[config.mk]
export PLATFORM = sky130hd
export DESIGN_NAME = dbell_router
export DESIGN_NICKNAME = d
export VERILOG_FILES = /design/src/rtl/dbell_pkg.sv /design/src/rtl/dbell_decode.sv /design/src/rtl/dbell_match.sv /design/src/rtl/dbell_pend_cell.sv /design/src/rtl/dbell_router.sv
export SDC_FILE = /design/constraint.sdc
export NUM_CORES = 1
export LEC_CHECK = 0
export BUFFER_PORTS_ARGS = -buffer_cell sky130_fd_sc_hd__buf_2
export CAP_MARGIN = 0
export CORE_MARGIN = 5
export CORE_UTILIZATION = 34
export CTS_CLUSTER_SIZE = 30
export DETAILED_ROUTE_END_ITERATION = 10
export GPL_ROUTABILITY_DRIVEN = 0
export GPL_TIMING_DRIVEN = 0
export PLACE_DENSITY = 0.86
export SYNTH_ARGS = -nofsm -noshare
export SYNTH_HDL_FRONTEND = slang
export SYNTH_SLANG_ARGS = --single-unit
[constraint.sdc]
create_clock -name clk -period 2.3 [get_ports clk]
set_input_delay 0 -clock clk [delete_from_list [all_inputs] [get_ports clk]]
set_output_delay 0 -clock clk [all_outputs]
set_load 0.02 [all_outputs]
[src/rtl/dbell_pkg.sv]
package dbell_pkg;

   localparam int NUM_CLASS = 3;
   localparam int CLS_NORM  = 0;
   localparam int CLS_CRIT  = 1;
   localparam int CLS_HYP   = 2;

   localparam int TYPE_W = 5;

   localparam logic [TYPE_W-1:0] TY_DB      = 5'd0;
   localparam logic [TYPE_W-1:0] TY_DB_CRIT = 5'd1;
   localparam logic [TYPE_W-1:0] TY_GDB     = 5'd2;
   localparam logic [TYPE_W-1:0] TY_GDB_CRIT= 5'd3;
   localparam logic [TYPE_W-1:0] TY_GDB_MC  = 5'd4;
   localparam logic [TYPE_W-1:0] TY_SRV_HYP = 5'd5;

   typedef logic [NUM_CLASS-1:0] cls_vec_t;

   typedef struct packed {
      logic     valid;
      cls_vec_t cls;
      logic     bcast;
   } dbell_dec_t;

endpackage

[src/rtl/dbell_decode.sv]
module dbell_decode
   import dbell_pkg::*;
#(
   parameter bit SERVER_MODE = 1'b0
) (
   input  logic [TYPE_W-1:0] type_i,
   input  logic              bcast_i,
   output dbell_dec_t        dec_o
);

   generate
      if (SERVER_MODE) begin : g_server
         logic unused_bcast;
         assign unused_bcast = bcast_i;
         always_comb begin
            dec_o = '0;
            if (type_i == TY_SRV_HYP) begin
               dec_o.valid       = 1'b1;
               dec_o.cls[CLS_HYP] = 1'b1;
            end
         end
      end else begin : g_embedded
         always_comb begin
            dec_o = '0;
            unique case (type_i)
               TY_DB: begin
                  dec_o.valid        = 1'b1;
                  dec_o.cls[CLS_NORM] = 1'b1;
                  dec_o.bcast        = bcast_i;
               end
               TY_DB_CRIT: begin
                  dec_o.valid        = 1'b1;
                  dec_o.cls[CLS_CRIT] = 1'b1;
                  dec_o.bcast        = bcast_i;
               end
               TY_GDB, TY_GDB_CRIT, TY_GDB_MC: dec_o = '0;
               default: dec_o = '0;
            endcase
         end
      end
   endgenerate

endmodule

[src/rtl/dbell_match.sv]
module dbell_match #(
   parameter int TAG_W = 14
) (
   input  logic [TAG_W-1:0] tag_i,
   input  logic [TAG_W-1:0] id_i,
   input  logic             bcast_i,
   output logic             hit_o
);

   logic tag_eq;

   assign tag_eq = (tag_i == id_i);
   assign hit_o  = bcast_i | tag_eq;

endmodule

[src/rtl/dbell_pend_cell.sv]
module dbell_pend_cell
   import dbell_pkg::*;
(
   input  logic     clk,
   input  logic     rst_n,
   input  cls_vec_t set_i,
   input  cls_vec_t clr_i,
   output cls_vec_t pend_o,
   output logic     irq_o
);

   cls_vec_t pend_q;
   cls_vec_t pend_d;

   // clear first, then set: a send wins over a clear on the same bit
   always_comb begin
      pend_d = (pend_q & ~clr_i) | set_i;
   end

   always_ff @(posedge clk or negedge rst_n) begin
      if (!rst_n) pend_q <= '0;
      else        pend_q <= pend_d;
   end

   assign pend_o = pend_q;
   assign irq_o  = |pend_q;

endmodule

[src/rtl/dbell_router.sv]
module dbell_router
   import dbell_pkg::*;
#(
   parameter int NUM_CORES   = 4,
   parameter int MSG_W       = 32,
   parameter int TAG_W       = 14,
   parameter int BCAST_BIT   = 26,
   parameter bit SERVER_MODE = 1'b0,
   localparam int CIDX_W     = (NUM_CORES > 1) ? $clog2(NUM_CORES) : 1,
   localparam int TYPE_LSB   = MSG_W - TYPE_W
) (
   input  logic                           clk,
   input  logic                           rst_n,
   input  logic [NUM_CORES*TAG_W-1:0]     core_id_i,
   input  logic                           snd_valid_i,
   input  logic [MSG_W-1:0]               snd_msg_i,
   input  logic                           clr_valid_i,
   input  logic [CIDX_W-1:0]              clr_core_i,
   input  logic [MSG_W-1:0]               clr_msg_i,
   output logic [NUM_CORES*NUM_CLASS-1:0] pend_o,
   output logic [NUM_CORES-1:0]           irq_o
);

   // elaboration-time parameter checks
   generate
      if (NUM_CORES < 1) begin : g_bad_cores
         $error("dbell_router: NUM_CORES must be at least 1");
      end
      if (BCAST_BIT >= TYPE_LSB) begin : g_bad_bcast
         $error("dbell_router: broadcast bit overlaps the type field");
      end
      if (TAG_W > BCAST_BIT) begin : g_bad_tag
         $error("dbell_router: tag field overlaps the broadcast bit");
      end
   endgenerate

   // field extraction
   logic [TYPE_W-1:0] snd_type, clr_type;
   logic [TAG_W-1:0]  snd_tag;
   logic              snd_bcast, clr_bcast;

   assign snd_type  = snd_msg_i[MSG_W-1:TYPE_LSB];
   assign clr_type  = clr_msg_i[MSG_W-1:TYPE_LSB];
   assign snd_tag   = snd_msg_i[TAG_W-1:0];
   assign snd_bcast = snd_msg_i[BCAST_BIT];
   assign clr_bcast = clr_msg_i[BCAST_BIT];

   // reserved bits and the clear's target fields carry no meaning
   logic unused_fields;
   generate
      if (BCAST_BIT > TAG_W) begin : g_rsvd
         assign unused_fields = ^{snd_msg_i[BCAST_BIT-1:TAG_W],
                                  clr_msg_i[BCAST_BIT-1:0]};
      end else begin : g_no_rsvd
         assign unused_fields = ^clr_msg_i[BCAST_BIT-1:0];
      end
   endgenerate

   // decoders, one per command
   dbell_dec_t snd_dec, clr_dec;

   dbell_decode #(.SERVER_MODE(SERVER_MODE)) u_snd_dec (
      .type_i  (snd_type),
      .bcast_i (snd_bcast),
      .dec_o   (snd_dec)
   );

   dbell_decode #(.SERVER_MODE(SERVER_MODE)) u_clr_dec (
      .type_i  (clr_type),
      .bcast_i (clr_bcast),
      .dec_o   (clr_dec)
   );

   logic unused_clr_dec;
   assign unused_clr_dec = clr_dec.bcast;

   logic snd_go, clr_go;
   assign snd_go = snd_valid_i & snd_dec.valid;
   assign clr_go = clr_valid_i & clr_dec.valid;

   // per-core targeting and pending state
   genvar c;
   generate
      for (c = 0; c < NUM_CORES; c++) begin : g_core
         logic     hit;
         logic     is_issuer;
         cls_vec_t set_m, clr_m, pend_c;
         logic     irq_c;

         dbell_match #(.TAG_W(TAG_W)) u_match (
            .tag_i   (snd_tag),
            .id_i    (core_id_i[c*TAG_W +: TAG_W]),
            .bcast_i (snd_dec.bcast),
            .hit_o   (hit)
         );

         assign is_issuer = (clr_core_i == CIDX_W'(c));
         assign set_m = (snd_go & hit)       ? snd_dec.cls : '0;
         assign clr_m = (clr_go & is_issuer) ? clr_dec.cls : '0;

         dbell_pend_cell u_cell (
            .clk    (clk),
            .rst_n  (rst_n),
            .set_i  (set_m),
            .clr_i  (clr_m),
            .pend_o (pend_c),
            .irq_o  (irq_c)
         );

         assign pend_o[c*NUM_CLASS +: NUM_CLASS] = pend_c;
         assign irq_o[c] = irq_c;
      end
   endgenerate

endmodule

==> results.md <==
* Run status: completed
* CTS H-tree lvls at 1
* Clk slew on worst S/H paths at 0.05 ns
* Hold endpoint: g_core[1].u_cell.pend_o[0]$_DFF_PN0_
* Leading area contributor after synthesis: xor2_1
* Vias in the first global route at 1300
* DR DRC count at 0
* HPWL Detailed at 3005 µm
* Final setup fails at 0
* WP data arrival at 1.20 ns
* Clk buf depth at 2
* Synth warn at 0
* Max VDD drop at 0.1421 mV
* Remaining antenna violation count at 0
* Reg2reg end: g_core[3].u_cell.pend_o[1]$_DFF_PN0_
* Lkg Pwr at 0.0008710 µW
* Final setup TNS at 0 ns
* Req. time, crit path at 2.30 ns
* Worst-path maximum fanout at 3
* Clock Sinks at 8
* Initial Util at 35.20%
* Setup bufs post-CTS at 0
* Mapped cell area at 1075 µm²
* Reg-to-reg slack, setup at 1.60 ns
* Post-synth EDFFs at 0
* Total GRT Usage at 14.73%
* Final min period at 1.196 ns
* PostCTS Resize Cnt at 0
* P&R area growth vs syn at 54.83%
* Initial antenna violation count at 0
* FMAX at 835.9 MHz
* I/O pin cnt at 142
* Yosys reg bits at 8
* Largest net degree at the start of global routing at 9
* HP Start: snd_msg_i[26]
* Detailed Route Iter0 Violations at 2
* R2R Path Start: g_core[3].u_cell.pend_o[1]$_DFF_PN0_
* Via count at 1246
* Share of the synthesized area in the top cell type at 45.63%
* Grt ovf at 0
* Post-synthesis sequential area ratio at 18.63%
* Count leader, synth: xor2_1
* Number of diodes at 0
* Asr flop ratio synth at 100.0%
* Max cap viols at 0
* Cell chosen for the clock root: clkbuf_4
* WL/cell at 11.68 µm
* Width of the chip at 66.23 µm
* PD cells at 406.5 nW/µm²
* Hold Violations, Final at 0
* Largest cells by area after synthesis: xor2_1 (46%), dfrtp_1 (19%), nor4_1 (5.8%)
* PortBufs at 98
* Hold Path Stages at 3
* Layout Nets at 359
* Final Slew Violations at 0
* Tcrit/Tclk final at 52.01%
* Die area at 4386 µm²
* Worst Skew at 0 ns
* Most used flip-flop cell after synthesis: dfrtp_1
* RSZ-0062 raised after global routing: false
* Worst setup path category: reg2out
* Max FFs per register at 8
* CP startpoint kind: flop
* Post-DR vias/cell at 4.531
* Count of cell types in the netlist at 17
* Final setup margin at 1.104 ns
* DR pass1 iterations at 3
* Inserted Clock Buffers at 3
* Setup WS pre-CTS at 1.145 ns
* Rows at 20
* Final wirelength at 3211 µm
* Worst setup EP type: output pin
* Finished Core Util at 54.51%
* Synth cell count leaders: xor2_1 (56), nor4_1 (10)
* Fraction of layout cells with a size suffix above 1 at 50.22%
* Core Footprint at 3053 µm²
* First-pass GRT wire length at 5064 µm
* Fin Hold WS at 0.08872 ns
* Hold Path Class: in2reg
* Reg2reg path depth at 2
* Worst-Skew Late Latency at 0.25 ns
* Die height at 66.23 µm
* CTS tree: built
* Synthesized area per cell at 8.530 µm²
* Post-synthesis cell count at 126
## report_power, final
group          switching [µW]  internal [µW]  leakage [µW]
clock network            42.0           59.3     0.0000138
logic                     203            187      0.000756
registers                16.5            169      0.000101
total                     262            415      0.000871
## cell families (layout without fill, tap and decap cells)
logic type / after synthesis / after routing / synth area share, %
and+or+nand+nor: 33 / 33 / 19.09
AOI/OAI and AO/OA: 20 / 20 / 10.71
xor gates and xnor gates: 56 / 56 / 45.63
other: 1 / 4 / 0.3489
DFF: 8 / 8 / 18.63
buffers and inverters: 8 / 110 / 5.588
## metrics by stage
stage / std cells / instance area [µm²] / total power [µW]
after floorplan: 129 / 1086 / 407.6
final: 275 / 1664 / 676.4
after global routing: 275 / 1664 / 733.2
after detailed placement: 271 / 1632 / 580.3
after global placement: 271 / 1632 / 568.6
after CTS: 275 / 1664 / 688.4
## worst max-delay path: stages, from the launching register on
cell and delay (ns):
dfrtp_1 0.39, or2_2 0.29, buf_4 0.13, buf_2 0.15
## repair_timing
item | CTS | global route
endpoints found under the setup margin | 0 | 0
hold endpoints to repair | 8 | 0
hold buffers | 1 | 0
## layout make-up
type / count / area [µm²]
fillers: 304 / 1389
multi-input cells: 113 / 825.8
repair buffers: 99 / 500.5
flip-flops and latches: 8 / 200.2
plain buffers: 8 / 60.06
well taps: 44 / 55.05
clock buffers: 3 / 22.52
## metal layers
layer | global-route usage (%) | part of all wire, % | up-vias
met4 | 6.091 | 0.84 | 0
met2 | 29.24 | 53 | 64
met3 | 2.381 | 11 | 2
li1 | - | - | 636
met5 | 0 | 0 | -
met1 | 14.74 | 35 | 544
## worst max path at each step
| stage | cells after the start | slack, ns | startpoint | end |
|---|---|---|---|---|
| after CTS | 3 | 1.08 | g_core[2].u_cell.pend_o[0]$_DFF_PN0_ | irq_o[2] |
| after global placement | 5 | 1.18 | snd_msg_i[2] | g_core[0].u_cell.pend_o[1]$_DFF_PN0_ |
| after global routing | 3 | 1.06 | g_core[2].u_cell.pend_o[0]$_DFF_PN0_ | irq_o[2] |
| final | 3 | 1.10 | g_core[2].u_cell.pend_o[0]$_DFF_PN0_ | irq_o[2] |
| after floorplan | 2 | 1.40 | g_core[0].u_cell.pend_o[0]$_DFF_PN0_ | irq_o[0] |
| after detailed placement | 5 | 1.15 | snd_msg_i[2] | g_core[0].u_cell.pend_o[1]$_DFF_PN0_ |
## layout by cell type, fill, tap and decap left out
cell and instances:
buf_2 98, o21ai_0 8, buf_4 8, xor2_1 56, or2_2 4, nor4_1 10, dfrtp_1 8, nand2b_1 3
nor4_2 3, clkbuf_4 3, nor2_1 5, nand2_1 3, nand3b_1 2, nor2b_1 1, conb_1 4, o21ai_1 8
nor3_1 1, a41oi_1 4, nand3_1 1, dlygate4sd3_1 1
(Power assumes the default switching activity.)
